===== config.mk =====
export PLATFORM = sky130hd
export DESIGN_NAME = posted_wbuf
export DESIGN_NICKNAME = d
export VERILOG_FILES = /design/src/rtl/wbuf_pkg.sv /design/src/rtl/wbuf_fifo.sv /design/src/rtl/wbuf_fetch.sv /design/src/rtl/posted_wbuf.sv
export SDC_FILE = /design/constraint.sdc
export NUM_CORES = 1
export LEC_CHECK = 0
export BUFFER_PORTS_ARGS = -buffer_cell sky130_fd_sc_hd__buf_2
export CORE_MARGIN = 4
export CORE_UTILIZATION = 25
export CTS_CLUSTER_DIAMETER = 200
export CTS_CLUSTER_SIZE = 12
export DETAILED_ROUTE_END_ITERATION = 8
export GPL_TIMING_DRIVEN = 0
export PLACE_DENSITY = 0.46
export SLEW_MARGIN = 20
export SYNTH_ARGS = -nofsm -noshare
export SYNTH_HDL_FRONTEND = slang
export SYNTH_SLANG_ARGS = --single-unit

===== constraint.sdc =====
create_clock -name clk -period 4.65 [get_ports clk]
set_input_delay 1.395 -clock clk [delete_from_list [all_inputs] [get_ports clk]]
set_output_delay 1.395 -clock clk [all_outputs]
set_load 0.05 [all_outputs]

===== src/rtl/wbuf_pkg.sv =====
package wbuf_pkg;

   typedef enum logic [1:0] {
      MP_IDLE,
      MP_REQ,
      MP_WAIT_ACK
   } mport_state_e;

   function automatic bit is_pow2(input int n);
      return (n >= 2) && ((n & (n - 1)) == 0);
   endfunction

endpackage


===== src/rtl/wbuf_fifo.sv =====
module wbuf_fifo #(
   parameter int DEPTH  = 8,
   parameter int ADDR_W = 16,
   parameter int DATA_W = 16
) (
   input  logic              clk,
   input  logic              rst_n,
   input  logic              push_i,
   input  logic [ADDR_W-1:0] push_addr_i,
   input  logic [DATA_W-1:0] push_data_i,
   input  logic              pop_i,
   output logic [ADDR_W-1:0] head_addr_o,
   output logic [DATA_W-1:0] head_data_o,
   output logic              full_o,
   output logic              empty_o
);
   import wbuf_pkg::*;

   localparam int IW = $clog2(DEPTH);
   localparam int PW = IW + 1;

   generate
      if (!is_pow2(DEPTH)) begin : g_bad_depth
         $error("wbuf_fifo: DEPTH must be a power of two of at least 2");
      end
   endgenerate

   logic [PW-1:0]     wp_q, rp_q;
   logic [ADDR_W-1:0] addr_mem [DEPTH];
   logic [DATA_W-1:0] data_mem [DEPTH];

   assign full_o  = (wp_q[IW] != rp_q[IW]) && (wp_q[IW-1:0] == rp_q[IW-1:0]);
   assign empty_o = (wp_q == rp_q);

   assign head_addr_o = addr_mem[rp_q[IW-1:0]];
   assign head_data_o = data_mem[rp_q[IW-1:0]];

   always_ff @(posedge clk) begin
      if (!rst_n) begin
         wp_q <= '0;
         rp_q <= '0;
      end else begin
         if (push_i && !full_o) wp_q <= wp_q + PW'(1);
         if (pop_i && !empty_o) rp_q <= rp_q + PW'(1);
      end
   end

   generate
      for (genvar i = 0; i < DEPTH; i++) begin : g_slot
         always_ff @(posedge clk) begin
            if (push_i && !full_o && (wp_q[IW-1:0] == IW'(i))) begin
               addr_mem[i] <= push_addr_i;
               data_mem[i] <= push_data_i;
            end
         end
      end
   endgenerate

   assert_full_holds_R3: assert property (@(posedge clk) disable iff (!rst_n)
      (full_o && !pop_i) |=> full_o);

   assert_no_underflow_R1: assert property (@(posedge clk) disable iff (!rst_n)
      pop_i |-> !empty_o);

endmodule


===== src/rtl/wbuf_fetch.sv =====
module wbuf_fetch #(
   parameter int ENTRIES = 4,
   parameter int ADDR_W  = 16,
   parameter int DATA_W  = 16
) (
   input  logic              clk,
   input  logic              rst_n,
   input  logic [ADDR_W-1:0] lk_addr_i,
   output logic              hit_o,
   output logic [DATA_W-1:0] hit_data_o,
   input  logic              fill_i,
   input  logic [ADDR_W-1:0] fill_addr_i,
   input  logic [DATA_W-1:0] fill_data_i,
   input  logic              inv_i,
   input  logic [ADDR_W-1:0] inv_addr_i
);
   import wbuf_pkg::*;

   localparam int EW = $clog2(ENTRIES);

   generate
      if (!is_pow2(ENTRIES)) begin : g_bad_entries
         $error("wbuf_fetch: ENTRIES must be a power of two of at least 2");
      end
   endgenerate

   logic [ENTRIES-1:0] valid_q;
   logic [ADDR_W-1:0]  tag_q  [ENTRIES];
   logic [DATA_W-1:0]  data_q [ENTRIES];
   logic [ENTRIES-1:0] match;
   logic [EW-1:0]      rr_q;
   logic               fill_killed;

   assign fill_killed = fill_i && inv_i && (fill_addr_i == inv_addr_i);

   generate
      for (genvar i = 0; i < ENTRIES; i++) begin : g_entry
         assign match[i] = valid_q[i] && (tag_q[i] == lk_addr_i);

         always_ff @(posedge clk) begin
            if (!rst_n) begin
               valid_q[i] <= 1'b0;
            end else if (fill_i && (rr_q == EW'(i))) begin
               tag_q[i]   <= fill_addr_i;
               data_q[i]  <= fill_data_i;
               valid_q[i] <= !fill_killed;
            end else if (inv_i && valid_q[i] && (tag_q[i] == inv_addr_i)) begin
               valid_q[i] <= 1'b0;
            end
         end
      end
   endgenerate

   assign hit_o = |match;

   always_comb begin
      hit_data_o = '0;
      for (int i = 0; i < ENTRIES; i++) begin
         if (match[i]) hit_data_o = hit_data_o | data_q[i];
      end
   end

   always_ff @(posedge clk) begin
      if (!rst_n)      rr_q <= '0;
      else if (fill_i) rr_q <= rr_q + EW'(1);
   end

   function automatic logic held(input logic [ADDR_W-1:0] a);
      logic r;
      r = 1'b0;
      for (int i = 0; i < ENTRIES; i++) begin
         if (valid_q[i] && (tag_q[i] == a)) r = 1'b1;
      end
      return r;
   endfunction

   assert_inv_clears_R7: assert property (@(posedge clk) disable iff (!rst_n)
      inv_i |=> !held($past(inv_addr_i)));

   assert_inv_wins_R10: assert property (@(posedge clk) disable iff (!rst_n)
      (fill_i && inv_i && (fill_addr_i == inv_addr_i)) |=> !held($past(fill_addr_i)));

   assert_one_match_R5: assert property (@(posedge clk) disable iff (!rst_n)
      $onehot0(match));

endmodule


===== src/rtl/posted_wbuf.sv =====
module posted_wbuf #(
   parameter int ADDR_W        = 16,
   parameter int DATA_W        = 16,
   parameter int FIFO_DEPTH    = 8,
   parameter int FETCH_ENTRIES = 4
) (
   input  logic              clk,
   input  logic              rst_n,
   input  logic              host_msel,
   input  logic              host_wr,
   input  logic              host_rd,
   input  logic [ADDR_W-1:0] host_addr,
   input  logic [DATA_W-1:0] host_wdata,
   output logic [DATA_W-1:0] host_rdata,
   output logic              host_wait,
   output logic              mem_req,
   output logic              mem_we,
   output logic [ADDR_W-1:0] mem_addr,
   output logic [DATA_W-1:0] mem_wdata,
   input  logic              mem_gnt,
   input  logic              mem_ack,
   input  logic [DATA_W-1:0] mem_rdata
);
   import wbuf_pkg::*;

   generate
      if (ADDR_W < 1 || DATA_W < 1) begin : g_bad_width
         $error("posted_wbuf: ADDR_W and DATA_W must be positive");
      end
   endgenerate

   logic              wr_try, rd_try, push, pop, fill;
   logic              q_full, q_empty, hit;
   logic [ADDR_W-1:0] head_addr;
   logic [DATA_W-1:0] head_data, hit_data;

   mport_state_e      st_q;
   logic              cur_we_q;
   logic [ADDR_W-1:0] cur_addr_q;
   logic [DATA_W-1:0] cur_data_q;

   assign wr_try = host_msel && host_wr;
   assign rd_try = host_msel && host_rd && !host_wr;
   assign push   = wr_try && !q_full;

   wbuf_fifo #(
      .DEPTH  (FIFO_DEPTH),
      .ADDR_W (ADDR_W),
      .DATA_W (DATA_W)
   ) u_fifo (
      .clk         (clk),
      .rst_n       (rst_n),
      .push_i      (push),
      .push_addr_i (host_addr),
      .push_data_i (host_wdata),
      .pop_i       (pop),
      .head_addr_o (head_addr),
      .head_data_o (head_data),
      .full_o      (q_full),
      .empty_o     (q_empty)
   );

   wbuf_fetch #(
      .ENTRIES (FETCH_ENTRIES),
      .ADDR_W  (ADDR_W),
      .DATA_W  (DATA_W)
   ) u_fetch (
      .clk         (clk),
      .rst_n       (rst_n),
      .lk_addr_i   (host_addr),
      .hit_o       (hit),
      .hit_data_o  (hit_data),
      .fill_i      (fill),
      .fill_addr_i (cur_addr_q),
      .fill_data_i (mem_rdata),
      .inv_i       (push),
      .inv_addr_i  (host_addr)
   );

   assign host_rdata = hit_data;
   assign host_wait  = (wr_try && q_full) || (rd_try && !hit);

   assign pop  = (st_q == MP_WAIT_ACK) && mem_ack && cur_we_q;
   assign fill = (st_q == MP_WAIT_ACK) && mem_ack && !cur_we_q;

   always_ff @(posedge clk) begin
      if (!rst_n) begin
         st_q       <= MP_IDLE;
         cur_we_q   <= 1'b0;
         cur_addr_q <= '0;
         cur_data_q <= '0;
      end else begin
         unique case (st_q)
            MP_IDLE: begin
               if (!q_empty) begin
                  cur_we_q   <= 1'b1;
                  cur_addr_q <= head_addr;
                  cur_data_q <= head_data;
                  st_q       <= MP_REQ;
               end else if (rd_try && !hit) begin
                  cur_we_q   <= 1'b0;
                  cur_addr_q <= host_addr;
                  st_q       <= MP_REQ;
               end
            end
            MP_REQ: begin
               if (mem_gnt) st_q <= MP_WAIT_ACK;
            end
            MP_WAIT_ACK: begin
               if (mem_ack) st_q <= MP_IDLE;
            end
            default: st_q <= MP_IDLE;
         endcase
      end
   end

   assign mem_req   = (st_q == MP_REQ);
   assign mem_we    = cur_we_q;
   assign mem_addr  = cur_addr_q;
   assign mem_wdata = cur_data_q;

   assert_req_stable_R4: assert property (@(posedge clk) disable iff (!rst_n)
      (mem_req && !mem_gnt) |=> (mem_req && $stable(mem_addr) && $stable(mem_we)
                                 && $stable(mem_wdata)));

   assert_head_kept_R4: assert property (@(posedge clk) disable iff (!rst_n)
      ((st_q == MP_WAIT_ACK) && cur_we_q && !mem_ack) |=> $stable(head_addr));

   assert_read_after_drain_R6: assert property (@(posedge clk) disable iff (!rst_n)
      (mem_req && !mem_we) |-> q_empty);

   assert_no_wait_unselected_R11: assert property (@(posedge clk) disable iff (!rst_n)
      !host_msel |-> !host_wait);

   assert_write_room_R2: assert property (@(posedge clk) disable iff (!rst_n)
      (wr_try && !q_full) |-> !host_wait);

endmodule


=== Yosys cells after proc, flatten, opt, wreduce, memory -nomap -nowiden ===
Memories as Yosys holds them, arrays and structs flattened. A register that Yosys moved wholly into a read port is not among the register bits.
Index checks and enable logic that the tools add are counted.

* Register bits: 33
* Memories: 4
* RAM bits: 384

* Add/subtract/negate cells: 3
* Bitwise logic cells: 4
* Reduce and logical (&&, ||, !) cells: 77
* Multiplexer cells: 111
* Equality and inequality tests: 24

{| class="wikitable"
|+ Memories
! memory !! words !! bits a word !! rd ports !! clocked after memory_dff !! wr ports !! RTL line !! source
|-
| u_fifo.addr_mem || 8 || 16 || 1 || 1 || 1 || wbuf_fifo.sv:29 || <nowiki>logic [ADDR_W-1:0] addr_mem [DEPTH];</nowiki>
|-
| u_fifo.data_mem || 8 || 16 || 1 || 1 || 1 || wbuf_fifo.sv:30 || <nowiki>logic [DATA_W-1:0] data_mem [DEPTH];</nowiki>
|-
| u_fetch.data_q || 4 || 16 || 4 || 0 || 1 || wbuf_fetch.sv:29 || <nowiki>logic [DATA_W-1:0] data_q [ENTRIES];</nowiki>
|-
| u_fetch.tag_q || 4 || 16 || 4 || 0 || 1 || wbuf_fetch.sv:28 || <nowiki>logic [ADDR_W-1:0] tag_q [ENTRIES];</nowiki>
|}

{| class="wikitable"
|+ Operators with widths
! kind !! count
|-
| $mux W16 || 26
|-
| $reduce_or A16 Y1 || 20
|-
| $eq A16 B16 Y1 || 5
|-
| $mux W1 || 58
|-
| $mux W3 || 16
|-
| $or A16 B16 Y16 || 3
|-
| $logic_and A1 B1 Y1 || 38
|-
| $mux W2 || 10
|-
| $eq A3 B3 Y1 const B || 4
|-
| $add A4 B1 Y4 const B || 2
|-
| $reduce_bool A2 Y1 || 4
|-
| $logic_not A1 Y1 || 7
|-
| $eq A2 B2 Y1 const B || 3
|-
| $eq A3 B2 Y1 const B || 2
|-
| $pmux W2 S3 || 1
|-
| $eq A2 B1 Y1 const B || 2
|-
| $eq A4 B4 Y1 || 1
|-
| $logic_not A2 Y1 || 2
|-
| $ne A2 B1 Y1 const B || 2
|-
| $reduce_and A2 Y1 || 2
|-
| $reduce_or A4 Y1 || 1
|-
| $eq A3 B1 Y1 const B || 1
|-
| $eq A3 B3 Y1 || 1
|-
| $logic_not A3 Y1 || 1
|-
| other kinds (7) || 7
|}

=== Logic depth before layout (Yosys ltp) ===
Gate-level depths: netlist (run 1).

* Depth in word-level cells: 16
* Gate-level depth with buffers: 10
* Mapped depth without buffers: 7

=== Modules after synthesis ===
Synthesis (run 1) repeated with hierarchy kept, for this count alone.

* Cell total of the unflattened synthesis: 1133
* Area, all modules: 18561.6 um^2

{| class="wikitable"
|+ Modules (own cells, without submodules)
! module !! area an instance (um^2) !! cells each !! instances
|-
| wbuf_fifo || 10580.1 || 457 || 1
|-
| wbuf_fetch || 6441.2 || 490 || 1
|-
| posted_wbuf || 1540.2 || 186 || 1
|}

=== Worst setup path after synthesis (run 1) ===
OpenSTA, ideal clock, no wires.

* Kind: input-to-output
* Start: input host_addr[8]
* End: output host_rdata[10]
* Arrival: 3.266 ns
* Stages on the path: 8
* Path slack: -0.011 ns
* Data required time: 3.255 ns
* Buffers on the path: 2
* Path through: buf_2 xor2_1 nor4_1 nand4_1 nor4_4 clkbuf_1 a22oi_1 nand2_1

* Cells in the longest elaborated chain, start to end: 9

{| class="wikitable"
|+ RTL lines
! what !! RTL line !! source
|-
| start: declaration || posted_wbuf.sv:12 || <nowiki>input logic [ADDR_W-1:0] host_addr,</nowiki>
|-
| $eq A16 B16 Y1 || wbuf_fetch.sv:38 || <nowiki>assign match[i] = valid_q[i] && (tag_q[i] == lk_addr_i);</nowiki>
|-
| $logic_and A1 B1 Y1 || wbuf_fetch.sv:38 ||
|-
| $mux W16 || wbuf_fetch.sv:59 || <nowiki>if (match[i]) hit_data_o = hit_data_o | data_q[i];</nowiki>
|-
| $or A16 B16 Y16 || wbuf_fetch.sv:59 ||
|-
| $mux W16 || wbuf_fetch.sv:59 ||
|-
| $or A16 B16 Y16 || wbuf_fetch.sv:59 ||
|-
| $mux W16 || wbuf_fetch.sv:59 ||
|-
| $or A16 B16 Y16 || wbuf_fetch.sv:59 ||
|-
| $mux W16 (*) || wbuf_fetch.sv:59 ||
|-
| end: declaration || posted_wbuf.sv:14 || <nowiki>output logic [DATA_W-1:0] host_rdata,</nowiki>
|}

Mark *: on every way between the ends. The rest lies on a longest branch, timed or not.

=== Final worst setup path (run 1) ===
* Start: input host_addr[10]
* End: output host_rdata[0]

The elaborated chain is that of the path after synthesis.

==> key figures, run 1 <==
STA
  • RSZ-0062 raised after global routing: true
  • Hold Fails Final Rpt: 0
  • Slew @ Worst Pin: 0.934 ns
  • FMAX: 218 MHz
  • Slew Viols, Final: 0
  • Final critical-path required period: 4.59 ns
  • Setup TNS: 0 ns
  • Slew HR: 37.7%
  • Final setup fails: 0
  • Clock skew: 0.0190 ns
  • Post-route clock period utilization: ~99%

GRT
  • Initial antenna violation count: 3
  • Largest net degree at the start of global routing: 26
  • Tot GR Track Use: a little under an eighth
  • First-pass GRT wire length: 62,700 um
  • Vias in the first global route: 9,110
  • Total gr overflow: 0

Synth
  • Post-synth cell types: 39
  • Combinational family with the most area after synthesis: multiplexers
  • Mean Syn Cell Area: 17.8 um^2
  • Synth area leaders: edfxtp_1 67%, mux4_2 8.4%, dfxtp_1 6.1%, xnor2_1 4.0%, mux2i_1 3.0%
  • Post-synthesis compound-gate area fraction: 3.32%
  • Net count after synthesis: a little over 1,000
  • Post-synthesis mux area share: 11.4%
  • Top cell type's share of synthesized area: around two thirds
  • Synthesized area: 17,200 um^2
  • Sequential share of the synthesized area: 73.2%
  • Async set-or-reset flop fraction in the synthesized netlist: 0%
  • Xor/xnor share of the synthesized area: 4.59%
  • Simple-Gate Fraction of Synth Area: 4.93%
  • Register bit total from synthesis: 436
  • Synth warn: 0
  • Synth Area in Adders: 0.802%
  • Synth area leader: edfxtp_1
  • Post-synth EDFFs: 384
  • Syn Inst Count: roughly 960
  • Primary FF master, synth: edfxtp_1

Flow run
  • Max_cap viols: 0

Setup path
  • Req. time, crit path: 3.25 ns
  • Worst setup EP type: output port
  • Worst path max stage delay: 0.36 ns
  • Reg2Reg Depth: 9
  • Crit-path most repeated cell: buf_6
  • WP data arrival: roughly 3.2 ns
  • Kind of critical path: input port to output port
  • CP Launch Type: input port
  • Cell chain of the critical path: buf_16 -> xor2_1 -> nor4_1 -> nand4_1 -> nor4_4 -> buf_6 -> buf_12 -> a22oi_2 -> nand2_1 -> buf_6
  • Crit path max fanout: 8
  • Slowest cell on crit path: nor4_4

Clocking
  • Clk sinks: 436
  • CTS clk-pin slew, worst paths: 0.06 ns
  • CTS tree: built
  • CTS root buffer: clkbuf_16
  • Total CTS buffers: 42
  • Htree depth: 2
  • Clk Latency, worst-skew pair: 0.56 ns
  • Clock tree buffer depth: 3

Layout
  • Fin area: 20,700 um^2
  • Net total in the final layout: 1,190
  • Commonest non-fill, non-tap cell in the layout: edfxtp_1
  • Layout cells sized above 1: 26.3%
  • Area taken by multi-input logic gates: 4470 um^2
  • Final non-filler cell total: 2,030
  • FILL cells: 6,547
  • Area Growth Syn to Fin: 20.7%
  • Register cell area after layout: 12,600 um^2
  • Most frequent cells in the layout: 384 x edfxtp_1, 82 x nand2_1, 78 x buf_2
  • ANT cells: 0

Route
  • First-pass detailed-route iteration total: 7
  • First DRT Iteration DRCs: 630
  • Routed wire length: 42,300 um
  • Avg Vias per Cell: 4.33
  • DR vias: 8,780
  • DRC viols: 0
  • WL/cell: ~21 um
  • Final ANT Viol Nets: 0

Floorplan
  • Rows: 95
  • Die ar.: 72,900 um^2
  • Ports: 106
  • Core area: 67,600 um^2
  • Die height: 270 um
  • Die width: 270 um
  • Initial Utilization: 25.4%

Power and ir drop
  • VDD IR-drop max: 0.206 mV
  • P per Cell Area: 396 nW/um^2
  • Leak pwr: 6.89 nW

Placed design
  • GPL Wtd Cong: 0.701
  • Port-buffer cells: 104
  • DP HPWL: 27,700 um
  • Placed cell count: 1,953
  • Placed Area: 19,100 um^2

Hold path
  • Hold path cells: 2
  • Worst hold path class: flip-flop to flip-flop

Run status
  • Outcome: finished clean
## routing by layer
metal	global-route usage [%]	part of all wire, %	vias up
li1	-	-	4054
met5	0	0.080	-
met3	2.98	5.0	58
met1	16.0	47	4505
met4	2.57	1.7	6
met2	17.8	46	157
## cells by family after synthesis
group	count (synthesis)
xor gates and xnor gates	90
buffers and inverters	67
adders and majority gates	11
AOI/OAI and AO/OA	75
muxes	115
DFF	436
and+or+nand+nor	170
## flip-flops by register name, indices dropped and copies added (netlist names), 4 cells and up, named ones only
| signal | flops |
|---|---|
| u_fetch.valid_q | 4 |
| mem_addr | 16 |
| u_fifo.addr_mem | 128 |
| u_fetch.data_q | 64 |
| u_fetch.tag_q | 64 |
| u_fifo.data_mem | 128 |
| u_fifo.wp_q | 4 |
| u_fifo.rp_q | 4 |
| mem_wdata | 16 |
## cells in the mapped netlist (all sizes together), types with 2 or more instances
master,instances
edfxtp,384
nand2,93
xnor2,78
mux4,64
dfxtp,52
mux2i,51
clkbuf,35
a22oi,32
buf,27
nand4,17
o211a,17
o21ai,17
and3,15
xor2,12
ha,11
and2,10
nor2b,7
nor4,7
inv,5
nand3,5
nor3,5
a21boi,3
nand2b,3
o21a,3
a21oi,2
nor2,2
or2,2
## worst max-delay path, delay by kind of cell
kind | cells | cell delay, ns
buffers and inverters | 4 | 0.61
AOI/OAI and AO/OA | 1 | 0.04
xor gates and xnor gates | 1 | 0.16
and+or+nand+nor | 4 | 0.98
## path summary, 6_finish.rpt
check | end | startpoint | slack, ns
max reg2reg | u_fifo.addr_mem[1][3]$_DFFE_PP_ | u_fifo.rp_q[0]$_SDFFE_PN0P_ | 1.56
min | u_fetch.valid_q[3]$_SDFFE_PN0P_ | u_fetch.valid_q[3]$_SDFFE_PN0P_ | 0.49
min reg2reg | u_fetch.valid_q[3]$_SDFFE_PN0P_ | u_fetch.valid_q[3]$_SDFFE_PN0P_ | 0.49
max | host_rdata[0] | host_addr[10] | 0.06
## per-stage QoR
step	hold slack [ns]	util (%)	setup slack, ns	power, W
floorplan	0.450	-	0.00219	0.00486
global placement	0.471	27.8	-1.34	0.00508
detailed placement	0.481	28.2	-1.34	0.00510
CTS	0.496	30.4	-0.00341	0.00833
global route	0.512	30.6	-0.0261	0.00854
finish	0.488	30.6	0.0578	0.00820
## timing repair
action,in CTS,in global routing
setup buffers,11,8
pin swaps,10,13
setup endpoints to repair,17,17
gates resized for setup,64,32
hold buffers,0,0
## cell type report
cell class	count	share of cell area (%)
inverter	5	0.0906
multi-input combinational	461	21.6
sequential	436	60.7
clock inverter	2	0.0845
timing repair buffer	135	5.46
clock buffer	75	5.82
tap	873	5.27
buffer	43	1.04
## power breakdown
part	internal [W]	leakage, nW	switching [W]
sequential	0.00435	3.91	0.0000685
clock	0.00175	0.582	0.00143
combinational	0.000189	2.40	0.000409
total	0.00629	6.89	0.00191
Power figures use the tool's default switching activity.
==> run 2, diff against run 1 <==
--- a/config.mk
+++ b/config.mk
@@ -6,13 +6,15 @@
 export NUM_CORES = 1
 export LEC_CHECK = 0
 export BUFFER_PORTS_ARGS = -buffer_cell sky130_fd_sc_hd__buf_2
+export CAP_MARGIN = 0
+export CORE_ASPECT_RATIO = 2
 export CORE_MARGIN = 4
-export CORE_UTILIZATION = 25
+export CORE_UTILIZATION = 49
 export CTS_CLUSTER_DIAMETER = 200
 export CTS_CLUSTER_SIZE = 12
 export DETAILED_ROUTE_END_ITERATION = 8
 export GPL_TIMING_DRIVEN = 0
-export PLACE_DENSITY = 0.46
+export PLACE_DENSITY = 0.73
 export SLEW_MARGIN = 20
 export SYNTH_ARGS = -nofsm -noshare
 export SYNTH_HDL_FRONTEND = slang
==> run 2 against run 1 <==
Effect of this change:
- die area is 48% lower
- sequential power barely moved
- combinational power is 2% lower
- hold slack worse by 0.00060 ns
- final area decreased by 2.8%
- first-iteration DRC count rose by 2.5%
- utilization is 28 points higher
- maximum frequency down 0.50%
- critical path type unchanged
- critical endpoint is now host_rdata[14]
- largest power group unchanged
==> key figures, run 2 (synthesis results as in run 1) <==
Run status
  • Outcome: finished clean

Layout
  • Most frequent cells in the layout: 384 x edfxtp_1, 83 x nand2_1, 78 x buf_2
  • Layout cells sized above 1: between 20% and 30%
  • Top flop regs: u_fifo.addr_mem (128), u_fifo.data_mem (128)
  • Net total in the final layout: 1,181
  • ANT cells: 0
  • Fin area: approximately 20,000 um^2
  • Final non-filler cell total: 1,589
  • Commonest non-fill, non-tap cell in the layout: edfxtp_1
  • Area Growth Syn to Fin: 17.3%

Floorplan
  • Initial Utilization: 49.8%
  • Ports: 106
  • Die height: 273 um
  • Core area: around 34,000 um^2
  • Rows: between 90 and 100
  • Die width: 140 um
  • Die ar.: about 38,000 um^2

Setup path
  • Req. time, crit path: between 3 and 4 ns
  • CP Launch Type: input port
  • Kind of critical path: input port to output port
  • WP data arrival: ~3.2 ns
  • Critical Path Source: host_addr[12]
  • Worst setup EP type: output port
  • RR Startpoint: u_fifo.rp_q[0]$_SDFFE_PN0P_
  • Crit path max fanout: 14

Power and ir drop
  • Leak pwr: 6.89 nW
  • Switch Pwr: 0.00183 W
  • Power Internal: between 0.006 and 0.007 W
  • P per Cell Area: around 400 nW/um^2
  • Comb pwr share: 7.2%
  • Clk network pwr share: 38.3%
  • Sequential power share: 54.5%
  • VDD IR-drop max: about 0.43 mV
  • Total Power: slightly above 0.008 W
  • Switching fraction of total power: 22.6%

STA
  • Clock skew: 0.0254 ns
  • Final setup fails: 0
  • Slew @ Worst Pin: a little under 1 ns
  • Hold Fails Final Rpt: 0
  • FMAX: 217 MHz
  • Setup TNS: 0 ns
  • Slew HR: 33.6%
  • Final critical-path required period: 4.62 ns
  • Hold Slack: 0.487 ns
  • Slew Viols, Final: 0
  • Post-route clock period utilization: approximately 99%

Clocking
  • Hold Buf Count CTS: 0
  • Total CTS buffers: 42
  • Clk sinks: 436
  • CTS clk-pin slew, worst paths: 0.06 ns
  • CTS tree: built
  • Clk Latency, worst-skew pair: 0.55 ns
  • CTS root buffer: clkbuf_16
  • Htree depth: 2
  • Clock tree buffer depth: 3

Route
  • DR vias: slightly below 9,000
  • First-pass detailed-route iteration total: 5
  • DRC viols: 0
  • Final ANT Viol Nets: 0
  • WL/cell: 23.5 um
  • Routed wire length: 37,400 um
  • First DRT Iteration DRCs: 646
  • Avg Vias per Cell: 5.56

Placed design
  • Placed Area: between 15,000 and 20,000 um^2
  • DP HPWL: around 26,000 um
  • GPL Wtd Cong: 0.843
  • Placed cell count: 1,521
  • Port-buffer cells: 104

GRT
  • Met3 GRT Util: about 3.3%
  • Vias in the first global route: 9,567
  • Met1 GRT Util: 20.6%
  • Tot GR Track Use: 19.6%
  • Total gr overflow: 0
  • First-pass GRT wire length: 56,700 um
  • Met2 usage: between 30% and 40%
  • Largest net degree at the start of global routing: 28
  • GRT busiest layer: met2
  • Initial antenna violation count: 0

Hold path
  • Worst hold path class: flip-flop to flip-flop
  • Hold wc startpoint: u_fetch.valid_q[2]$_SDFFE_PN0P_

Flow run
  • Max_cap viols: 0
run 2: cell count changes in the layout (fill, tap and decap cells not counted), sizes merged:
| cell | delta |
|---|---|
| clkinv | -1 |
| clkbuf | -3 |
| buf | -7 |
| inv | +2 |
run 2: cell type report:
| cell class | instances | area (um^2) |
|---|---|---|
| flip-flops and latches | 436 | 12600 |
| clock inverters | 3 | 37.5 |
| inverters | 5 | 18.8 |
| multi-input cells | 461 | 4550 |
| fillers | 2533 | 14300 |
| repair buffers | 127 | 1020 |
| clock buffers | 74 | 1190 |
| plain buffers | 42 | 193 |
| well taps | 441 | 552 |
run 2: metal layers:
| metal | vias up | wire (um) |
|---|---|---|
| li1 | 4033 | - |
| met1 | 4477 | 12600 |
| met2 | 248 | 21800 |
| met3 | 72 | 1620 |
| met4 | 0 | 1340 |
| met5 | - | 0 |
run 2: worst paths after layout:
path,cells past startpoint,to,slack [ns]
setup / recovery,9,host_rdata[14],0.03
hold / removal,2,u_fetch.valid_q[2]$_SDFFE_PN0P_,0.49
setup reg to reg,9,u_fifo.addr_mem[2][8]$_DFFE_PP_,1.59
hold reg to reg,2,u_fetch.valid_q[2]$_SDFFE_PN0P_,0.49
run 2: through the flow:
step | util (%) | worst slack, ns
detailed placement | 53.8 | -1.39
floorplan | - | 0.00219
global placement | 53.0 | -1.38
finish | 58.4 | 0.0347
CTS | 58.0 | -0.0256
global route | 58.4 | -0.0789
run 2: power by group through the flow:
stage | Clock (W) | Sequential (W) | Combinational (W)
finish | 0.00311 | 0.00442 | 0.000585
global route | 0.00333 | 0.00442 | 0.000628
CTS | 0.00317 | 0.00442 | 0.000584
detailed placement | 0 | 0.00450 | 0.000576
global placement | 0 | 0.00450 | 0.000557
floorplan | 0 | 0.00461 | 0.000245
run 2: critical path, cell delays in order:
cell	delay [ns]
buf_6	0.18
xnor2_4	0.14
nand4_1	0.20
nor4_4	0.43
and3_4	0.28
buf_4	0.19
a22oi_1	0.12
nand2_2	0.07
buf_4	0.19
run 2: what timing repair did:
action	4_1_cts	5_1_grt
resized for setup	67	35
endpoints found under the setup margin	17	17
pin swaps	14	13
setup buffers	8	3
